--- src/rtl/txr_pkg.sv ---
package txr_pkg;

  // 128-bit descriptor word; first member is the most significant.
  typedef struct packed {
    logic [31:0] stamp;
    logic [11:0] flags;
    logic [3:0]  sof;
    logic [3:0]  eof;
    logic [11:0] len;
    logic [63:0] addr;
  } txr_desc_t;

  localparam int FLG_ISOCH  = 0;
  localparam int FLG_DONE   = 1;
  localparam int FLG_POSTED = 2;
  localparam int FLG_IRQ    = 3;

  localparam int OPT_EN     = 31;
  localparam int OPT_RAW    = 30;

  localparam logic [2:0] RA_BASE  = 3'd0;
  localparam logic [2:0] RA_HEAD  = 3'd1;
  localparam logic [2:0] RA_TAIL  = 3'd2;
  localparam logic [2:0] RA_COUNT = 3'd3;
  localparam logic [2:0] RA_OPTS  = 3'd4;

  typedef enum logic [2:0] {
    ST_IDLE,
    ST_FETCH,
    ST_OFFER,
    ST_BUSY,
    ST_WBACK
  } txr_state_t;

endpackage

--- src/rtl/txr_regs.sv ---
module txr_regs
  import txr_pkg::*;
#(
  parameter int IDX_W  = 4,
  parameter int MEM_AW = 6
) (
  input  logic              clk,
  input  logic              rst_n,
  input  logic              cfg_we,
  input  logic [2:0]        cfg_addr,
  input  logic [31:0]       cfg_wdata,
  output logic [31:0]       cfg_rdata,
  input  logic [IDX_W-1:0]  tail_i,
  output logic [MEM_AW-1:0] base_o,
  output logic [IDX_W-1:0]  head_o,
  output logic [IDX_W:0]    count_o,
  output logic              enable_o,
  output logic              raw_o
);

  logic [MEM_AW-1:0] base_q;
  logic [IDX_W-1:0]  head_q;
  logic [IDX_W:0]    count_q;
  logic [31:0]       opts_q;

  always_ff @(posedge clk) begin
    if (!rst_n) begin
      base_q  <= '0;
      head_q  <= '0;
      count_q <= '0;
      opts_q  <= '0;
    end else if (cfg_we) begin
      case (cfg_addr)
        RA_BASE:  base_q  <= cfg_wdata[MEM_AW-1:0];
        RA_HEAD:  head_q  <= cfg_wdata[IDX_W-1:0];
        RA_COUNT: count_q <= cfg_wdata[IDX_W:0];
        RA_OPTS:  opts_q  <= cfg_wdata;
        default:  ;
      endcase
    end
  end

  always_comb begin
    case (cfg_addr)
      RA_BASE:  cfg_rdata = {{(32-MEM_AW){1'b0}}, base_q};
      RA_HEAD:  cfg_rdata = {{(32-IDX_W){1'b0}}, head_q};
      RA_TAIL:  cfg_rdata = {{(32-IDX_W){1'b0}}, tail_i};
      RA_COUNT: cfg_rdata = {{(31-IDX_W){1'b0}}, count_q};
      RA_OPTS:  cfg_rdata = opts_q;
      default:  cfg_rdata = '0;
    endcase
  end

  assign base_o   = base_q;
  assign head_o   = head_q;
  assign count_o  = count_q;
  assign enable_o = opts_q[OPT_EN];
  assign raw_o    = opts_q[OPT_RAW];

endmodule

--- src/rtl/txr_idx_step.sv ---
module txr_idx_step #(
  parameter int IDX_W = 4
) (
  input  logic [IDX_W-1:0] cur_i,
  input  logic [IDX_W:0]   count_i,
  output logic [IDX_W-1:0] nxt_o
);

  logic [IDX_W:0] inc;

  always_comb begin
    inc   = {1'b0, cur_i} + 1'b1;
    nxt_o = (inc >= count_i) ? '0 : inc[IDX_W-1:0];
  end

endmodule

--- src/rtl/txr_walker.sv ---
module txr_walker
  import txr_pkg::*;
#(
  parameter int IDX_W  = 4,
  parameter int MEM_AW = 6
) (
  input  logic              clk,
  input  logic              rst_n,
  input  logic              enable_i,
  input  logic              raw_i,
  input  logic [MEM_AW-1:0] base_i,
  input  logic [IDX_W-1:0]  head_i,
  input  logic [IDX_W:0]    count_i,
  output logic              mem_rd_en,
  output logic              mem_wr_en,
  output logic [MEM_AW-1:0] mem_addr,
  input  txr_desc_t         mem_rdata,
  output txr_desc_t         mem_wdata,
  output logic              req_valid,
  input  logic              req_ready,
  output logic [63:0]       req_addr,
  output logic [11:0]       req_len,
  output logic [3:0]        req_eof,
  output logic [3:0]        req_sof,
  input  logic              done,
  output logic              cmpl_evt,
  output logic [IDX_W-1:0]  tail_o
);

  txr_state_t       state_q;
  logic [IDX_W-1:0] tail_q;
  logic [IDX_W-1:0] tail_nxt;
  txr_desc_t        desc_q;

  txr_idx_step #(.IDX_W(IDX_W)) u_step (
    .cur_i   (tail_q),
    .count_i (count_i),
    .nxt_o   (tail_nxt)
  );

  always_comb begin
    mem_rd_en = (state_q == ST_IDLE) && enable_i && (tail_q != head_i);
    mem_wr_en = (state_q == ST_WBACK);
    mem_addr  = base_i + MEM_AW'(tail_q);
    mem_wdata = desc_q;
    mem_wdata.flags[FLG_DONE] = 1'b1;
    req_valid = (state_q == ST_OFFER);
    req_addr  = desc_q.addr;
    req_len   = desc_q.len;
    req_eof   = raw_i ? 4'd0 : desc_q.eof;
    req_sof   = raw_i ? 4'd0 : desc_q.sof;
    cmpl_evt  = (state_q == ST_WBACK) && desc_q.flags[FLG_IRQ];
  end

  always_ff @(posedge clk) begin
    if (!rst_n) begin
      state_q <= ST_IDLE;
      tail_q  <= '0;
      desc_q  <= '0;
    end else begin
      case (state_q)
        ST_IDLE: begin
          if (!enable_i)      tail_q  <= '0;
          else if (mem_rd_en) state_q <= ST_FETCH;
        end
        ST_FETCH: begin
          desc_q  <= mem_rdata;
          state_q <= mem_rdata.flags[FLG_POSTED] ? ST_OFFER : ST_IDLE;
        end
        ST_OFFER: if (req_ready) state_q <= ST_BUSY;
        ST_BUSY:  if (done)      state_q <= ST_WBACK;
        ST_WBACK: begin
          tail_q  <= tail_nxt;
          state_q <= ST_IDLE;
        end
        default: state_q <= ST_IDLE;
      endcase
    end
  end

  assign tail_o = tail_q;


  req_hold_chk: assert property (@(posedge clk) disable iff (!rst_n)
    (req_valid && !req_ready) |=> (req_valid && $stable(req_addr) &&
      $stable(req_len) && $stable(req_eof) && $stable(req_sof)));


  wback_after_done_chk: assert property (@(posedge clk) disable iff (!rst_n)
    mem_wr_en |-> $past(done));


  tail_step_chk: assert property (@(posedge clk) disable iff (!rst_n)
    !$stable(tail_q) |-> ((tail_q == '0) || (tail_q == IDX_W'($past(tail_q) + 1'b1))));


  evt_pulse_chk: assert property (@(posedge clk) disable iff (!rst_n)
    cmpl_evt |=> !cmpl_evt);


  posted_only_chk: assert property (@(posedge clk) disable iff (!rst_n)
    $rose(req_valid) |-> $past(mem_rdata.flags[FLG_POSTED]));


  fetch_first_chk: assert property (@(posedge clk) disable iff (!rst_n)
    $rose(req_valid) |-> $past(mem_rd_en, 2));

endmodule

--- src/rtl/tx_ring_engine.sv ---
module tx_ring_engine
  import txr_pkg::*;
#(
  parameter int IDX_W  = 4,
  parameter int MEM_AW = 6
) (
  input  logic              clk,
  input  logic              rst_n,
  input  logic              cfg_we,
  input  logic [2:0]        cfg_addr,
  input  logic [31:0]       cfg_wdata,
  output logic [31:0]       cfg_rdata,
  output logic              mem_rd_en,
  output logic              mem_wr_en,
  output logic [MEM_AW-1:0] mem_addr,
  input  logic [127:0]      mem_rdata,
  output logic [127:0]      mem_wdata,
  output logic              req_valid,
  input  logic              req_ready,
  output logic [63:0]       req_addr,
  output logic [11:0]       req_len,
  output logic [3:0]        req_eof,
  output logic [3:0]        req_sof,
  input  logic              done,
  output logic              cmpl_evt
);

  logic [MEM_AW-1:0] base_w;
  logic [IDX_W-1:0]  head_w;
  logic [IDX_W-1:0]  tail_w;
  logic [IDX_W:0]    count_w;
  logic              enable_w;
  logic              raw_w;
  txr_desc_t         rd_desc;
  txr_desc_t         wr_desc;

  assign rd_desc   = txr_desc_t'(mem_rdata);
  assign mem_wdata = 128'(wr_desc);

  txr_regs #(.IDX_W(IDX_W), .MEM_AW(MEM_AW)) u_regs (
    .clk       (clk),
    .rst_n     (rst_n),
    .cfg_we    (cfg_we),
    .cfg_addr  (cfg_addr),
    .cfg_wdata (cfg_wdata),
    .cfg_rdata (cfg_rdata),
    .tail_i    (tail_w),
    .base_o    (base_w),
    .head_o    (head_w),
    .count_o   (count_w),
    .enable_o  (enable_w),
    .raw_o     (raw_w)
  );

  txr_walker #(.IDX_W(IDX_W), .MEM_AW(MEM_AW)) u_walker (
    .clk       (clk),
    .rst_n     (rst_n),
    .enable_i  (enable_w),
    .raw_i     (raw_w),
    .base_i    (base_w),
    .head_i    (head_w),
    .count_i   (count_w),
    .mem_rd_en (mem_rd_en),
    .mem_wr_en (mem_wr_en),
    .mem_addr  (mem_addr),
    .mem_rdata (rd_desc),
    .mem_wdata (wr_desc),
    .req_valid (req_valid),
    .req_ready (req_ready),
    .req_addr  (req_addr),
    .req_len   (req_len),
    .req_eof   (req_eof),
    .req_sof   (req_sof),
    .done      (done),
    .cmpl_evt  (cmpl_evt),
    .tail_o    (tail_w)
  );


  no_fetch_disabled_chk: assert property (@(posedge clk) disable iff (!rst_n)
    mem_rd_en |-> $past(rst_n) && (cfg_rdata == cfg_rdata) && enable_w);

endmodule

--- config.mk ---
export PLATFORM = sky130hd
export DESIGN_NAME = tx_ring_engine
export DESIGN_NICKNAME = d
export VERILOG_FILES = /design/src/rtl/txr_pkg.sv /design/src/rtl/txr_regs.sv /design/src/rtl/txr_idx_step.sv /design/src/rtl/txr_walker.sv /design/src/rtl/tx_ring_engine.sv
export SDC_FILE = /design/constraint.sdc
export NUM_CORES = 1
export LEC_CHECK = 0
export ABC_CLOCK_PERIOD_IN_PS = 1950
export CAP_MARGIN = 15
export CORE_MARGIN = 2
export CORE_UTILIZATION = 25
export DETAILED_ROUTE_END_ITERATION = 8
export PLACE_DENSITY = 0.66
export SLEW_MARGIN = 20
export SYNTH_ARGS = -nofsm -noshare
export SYNTH_HDL_FRONTEND = slang
export SYNTH_HIERARCHICAL = 1
export SYNTH_SLANG_ARGS = --single-unit
--- constraint.sdc ---
create_clock -name clk -period 1.95 [get_ports clk]
set_clock_uncertainty 0.2 [all_clocks]
set_input_delay 0.39 -clock clk [delete_from_list [all_inputs] [get_ports clk]]
set_output_delay 0.39 -clock clk [all_outputs]
set_load 0.03 [all_outputs]
# Word-level counts from Yosys, hierarchy flattened
# Index checks and enable logic that the tools add are counted.
dict set report totals {
  out_inout_bits 254
  ff_bits 182
  elab_cells 53
  input_bits 168
}
dict set report op_classes {
  addsub 2
  n_mux 12
  order_cmp 1
  reduce_logical 12
  n_eq_ne 14
}
# cell n
set op_table {}
lappend op_table {{case mux 32 bit (5 select lines)} 1}
lappend op_table {{two-way mux 4 bit} 4}
lappend op_table {{== test 3 x 2 -> 1 bit (second input constant)} 4}
lappend op_table {{two-way mux 3 bit} 4}
lappend op_table {{case mux 3 bit (4 select lines)} 1}
lappend op_table {{AND reduction 2 bit} 5}
lappend op_table {{inequality test 2 bit (second input constant)} 4}
lappend op_table {{case mux 4 bit (2 select lines)} 1}
lappend op_table {{adder 6 x 4 -> 6 bit} 1}
lappend op_table {{== test 3 x 1 -> 1 bit (second input constant)} 2}
lappend op_table {{== test 3 bit (second input constant)} 2}
lappend op_table {{zero test 3 bit} 2}
lappend op_table {{adder 4 x 1 -> 5 bit (second input constant)} 1}
lappend op_table {{>= comparator 5 bit} 1}
lappend op_table {{inequality test 4 bit} 1}
lappend op_table {{AND reduction 4 bit} 1}
lappend op_table {{logical AND 1 bit} 3}
lappend op_table {{two-way mux 2 bit} 1}
lappend op_table {{inequality test 2 x 1 -> 1 bit (second input constant)} 1}
lappend op_table {{nonzero test 2 bit} 1}

# Logic depth before layout (Yosys ltp)
# Gate-level depths: netlist (run 1).
dict set report logic_depth {
  word_depth 6
  ltp_mapped 9
  depth_no_buf 9
}

# Hierarchy
# The synthesis (run 1) kept the hierarchy.
# mod seq_area_each_um2 area_each_um2 n_inst cells_each
set modules_own_cells {}
lappend modules_own_cells {txr_walker 2682.6 5856.9 1 703}
lappend modules_own_cells {txr_regs 940.9 2155.8 1 255}
lappend modules_own_cells {txr_idx_step 0.0 197.7 1 26}

# Worst setup path before layout (run 1)
# OpenSTA, ideal clock, no wires.
dict set report synth_path {
  path_type {register to output}
  start {reg u_walker.tail_q[0], in the netlist u_walker/tail_o[0]}
  end {out mem_addr[4]}
  path_stages_with_launch 8
  required_ns 1.360
  arrival_time_ns 1.814
  path_slack_ns -0.454
  n_path_buf 0
  path_cell_list {dfxtp_1 ha_1 inv_1 fa_1 inv_1 a21o_1 a21oi_1 xnor2_1}
}
dict set report synth_via {
  elab_chain_cells 1
}
# element line
set synth_rtl {}
lappend synth_rtl {{start, declared} txr_walker.sv:31} ;# logic [IDX_W-1:0] tail_q;
lappend synth_rtl {{start signal, assigned} txr_walker.sv:73} ;# tail_q <= tail_nxt;
lappend synth_rtl {{adder 6 x 4 -> 6 bit} txr_walker.sv:44} ;# mem_addr = base_i + MEM_AW'(tail_q);
lappend synth_rtl {{end, declared} tx_ring_engine.sv:15} ;# output logic [MEM_AW-1:0] mem_addr,
# No other way between the ends.

# Worst setup path after layout (run 1)
dict set report layout_path {
  start {reg u_walker.tail_q[1], in the netlist u_walker/tail_o[1]}
  end {out mem_addr[4]}
}
# Same word-level chain as after synthesis.

==> results of run 1 <==
-- cell families (layout without fill, tap and decap cells) --
| family | count (synthesis) | count (layout) |
|---|---|---|
| AND/OR/NAND/NOR | 411 | 411 |
| AO/OA/AOI/OAI | 187 | 187 |
| flip-flops | 181 | 181 |
| buffers and inverters | 160 | 546 |
| multiplexers | 23 | 23 |
| adder cells (fa/ha/maj) | 11 | 11 |
| XOR/XNOR | 10 | 10 |
| other | 1 | 1 |
-- worst max-delay path, stage by stage (launching register included) --
cell and delay (ps):
dfxtp_4 370, buf_6 130, inv_2 40, fa_2 360, inv_2 50, a21o_1 110, a21oi_2 60, xnor2_2 150
buf_6 150
-- timing repair --
action | 4_1_cts | 5_1_grt
cloned | 3 | 0
buffers inserted | 14 | 4
resized for setup | 375 | 32
pin swaps | 51 | 20
endpoints found under the setup margin | 255 | 46
hold endpoints to repair | 0 | 0
-- layout make-up --
class                      count  share of cell area
clock buffer                  19             0.03234
timing repair buffer         501              0.3523
sequential                   181              0.2667
tap                          442             0.04038
inverter                      14            0.003837
clock inverter                12             0.01206
multi-input combinational    643              0.2924
-- cell usage after synthesis (2+ instances only) --
cell type / n / area, um^2
clkbuf_2: 2 / 10.01
and2_1: 27 / 168.9
nand3b_1: 2 / 15.01
buf_4: 83 / 623.1
a22oi_1: 6 / 45.04
nand3_1: 36 / 180.2
a311oi_1: 4 / 35.03
buf_6: 5 / 56.30
mux2_2: 4 / 45.04
clkbuf_1: 29 / 108.9
a221o_1: 2 / 20.02
a21oi_1: 5 / 25.02
a21boi_0: 97 / 728.2
inv_1: 14 / 52.55
nor4_1: 2 / 12.51
mux2i_1: 19 / 190.2
nor2_1: 6 / 22.52
a21boi_1: 30 / 225.2
buf_2: 27 / 135.1
dfxtp_1: 181 / 3623
o21ai_0: 34 / 170.2
xnor2_1: 4 / 35.03
nand2_1: 293 / 1100
ha_1: 10 / 125.1
and3_1: 2 / 12.51
a21o_1: 3 / 22.52
nor2b_1: 28 / 175.2
nand2b_1: 4 / 25.02
xor2_1: 6 / 52.55
nor3b_1: 3 / 22.52
-- final timing paths --
path	from	endpoint	slack, ps	cells after the start
min reg2reg	u_walker/mem_wdata[84]	u_walker/mem_wdata[84]	250	2
max reg2reg	u_walker/tail_o[0]	u_walker/tail_o[1]	-340	11
min	rst_n	u_regs/opts_q[5]	190	3
max	u_walker/tail_o[1]	mem_addr[4]	-510	8
-- routing by layer --
metal / part of all wire / wire, um / vias up
met5: 0 / 0 / -
met3: 0.087 / 2439 / 25
met2: 0.49 / 13670 / 278
li1: - / - / 3877
met4: 0.012 / 347 / 0
met1: 0.41 / 11450 / 3632
-- through the flow --
step | util | setup TNS (ps) | cells
global route | 0.4220 | -9269 | 1812
global placement | 0.3900 | -34420 | 1764
CTS | 0.4174 | -6451 | 1810
detailed placement | 0.3900 | -40080 | 1764
finish | 0.4220 | -7106 | 1812
floorplan | - | -658.1 | 984
-- sequential cells by signal, indices dropped and copies added (netlist names) --
register,cells
u_regs/opts_q,32
u_walker/state_q,3
u_walker/mem_wdata,51
u_walker/req_len,12
u_regs/head_o,4
u_walker/req_addr,64
u_walker/tail_o,4
u_regs/count_o,5
u_regs/base_o,6
-- power breakdown --
| part | switching (W) | leakage, nW | internal, W | total (W) |
|---|---|---|---|---|
| registers | 0.0000305 | 1.47 | 0.00373 | 0.00376 |
| clock network | 0.00159 | 0.289 | 0.00207 | 0.00366 |
| logic | 0.000354 | 4.28 | 0.000504 | 0.000857 |
==> flow_summary_export.csv, run 1 <==
group,metric,value,unit
status,status,"finished with violations",
status,violations,"setup timing",
global_route,antenna_found_initial,0,
yosys,ys_warn_count,6,
route,wl_per_cell,15.40,um
route,wirelength,27.90,mm
floorplanning,dieArea,34310,um^2
route,dr.pass1.iters,4,
yosys,synth-async-reset-ratio,0,
yosys,yosys.area_share.xor_xnor,0.01067,
route,antenna_left,0,
clock_tree,cts_root_buf,"clkbuf_16",
yosys,synth_edf_count,0,
floorplanning,num_rows,66,
yosys,synth_top_family_by_area,"simple AND/OR/NAND/NOR gates",
floorplanning,die_w,185.2,um
global_route,grt-busiest-layer,"met2",
pwr,powerDensity,604.3,nW/um^2
yosys,ys.flop_type,"dfxtp_1",
cells_and_area,regArea,3652,um^2
clock_tree,hold_buffers,0,
floorplanning,core-area,32450,um^2
worst_setup_path,critPathKind,"reg2out",
cells_and_area,layout_commonest_cell,"nand2_1",
worst_setup_path,critPathMaxFanout,3,
floorplanning,start_util,0.2530,
timing,finalHoldViolCount,0,
yosys,postSynthAreaPerCell,8.344,um^2
timing,drv_slew,0,
place,gp_congestion,0.8062,
cells_and_area,antennaDiodeCount,0,
clock_tree,clkLatencyLatePin,440,ps
place,dp_hpwl,20.31,mm
timing,fin_crit_sh,1.264,
yosys,syn-cell-area,8210,um^2
yosys,synth_nets,1163,
pwr,vdd_drop_max,0.0005451,V
global_route,grt_pass1_wl,41.97,mm
clock_tree,cts_tree,"done",
floorplanning,die_y,185.2,um
yosys,synth-compound-area-share,0.1599,
route,viasPerCell,4.311,
clock_tree,htree_levels,4,
route,drc,0,
yosys,synth.area.mux_share,0.02865,
place,port_buffers,419,
global_route,grt_pass1_vias,7700,
pwr,p_leak,6.038,nW
yosys,yosys.area_share.simple,0.2213,
cells_and_area,layout-drive-gt1-share,0.1920,
floorplanning,io_pins,422,
timing,period_needed,2465,ps
yosys,ys_ff_latch,181,
yosys,synth_cells,984,
clock_tree,cts_buffers,17,
worst_setup_path,crit_path_start_kind,"register",
route,vias,7812,
timing,hold_ws,186.0,ps
yosys,ys_seq_area_frac,0.4413,
clock_tree,cts_sinks,181,
timing,fmax,405.7,MHz
yosys,synth-adder-area-share,0.01768,
clock_tree,clock_path_buffers,2,
cells_and_area,layout_common_cells,"291 x nand2_1, 202 x dlygate4sd2_1, 166 x dfxtp_1",
yosys,yosysUniqueCellTypes,46,
worst_setup_path,crit_required,1360,ps
global_route,grt_util_met3,0.05682,
timing,setup_ws,-514.9,ps
cells_and_area,fill_cells,3289,
cells_and_area,stdcell_area,13690,um^2
global_route,gr-total-overflow,0,
route,first_iter_violations,310,
worst_setup_path,worstSetupEndpointType,"output pin",
global_route,grt_use_met1,0.1851,
pwr,power,0.008276,W
timing,setup-violations-final,42,
cells_and_area,fin_nets,1537,
global_route,track_usage,0.1580,
global_route,grt_start_max_net_pins,63,
global_route,met2_usage,0.2710,
cells_and_area,multi_input_area,4004,um^2
clock_tree,clk_pin_slew_worst_paths,70,ps
place,dpl-instance-area,12660,um^2
job,maxCapViolCount,0,
min_path,hold_class,"in2reg",
place,post-place-ws,-972.4,ps
worst_setup_path,arrival,1870,ps
cells_and_area,area_growth,66.79,%
timing,rsz0062_at_grt,"true",
(Power assumes the default switching activity.)
==> run 2: changes to the inputs <==
--- a/config.mk
+++ b/config.mk
@@ -10,6 +10,7 @@
 export CORE_MARGIN = 2
 export CORE_UTILIZATION = 25
 export DETAILED_ROUTE_END_ITERATION = 8
+export GPL_ROUTABILITY_DRIVEN = 0
 export PLACE_DENSITY = 0.66
 export SLEW_MARGIN = 20
 export SYNTH_ARGS = -nofsm -noshare
==> results of run 2 <==
The final DEF is identical to that of run 1; final timing and power are the same.
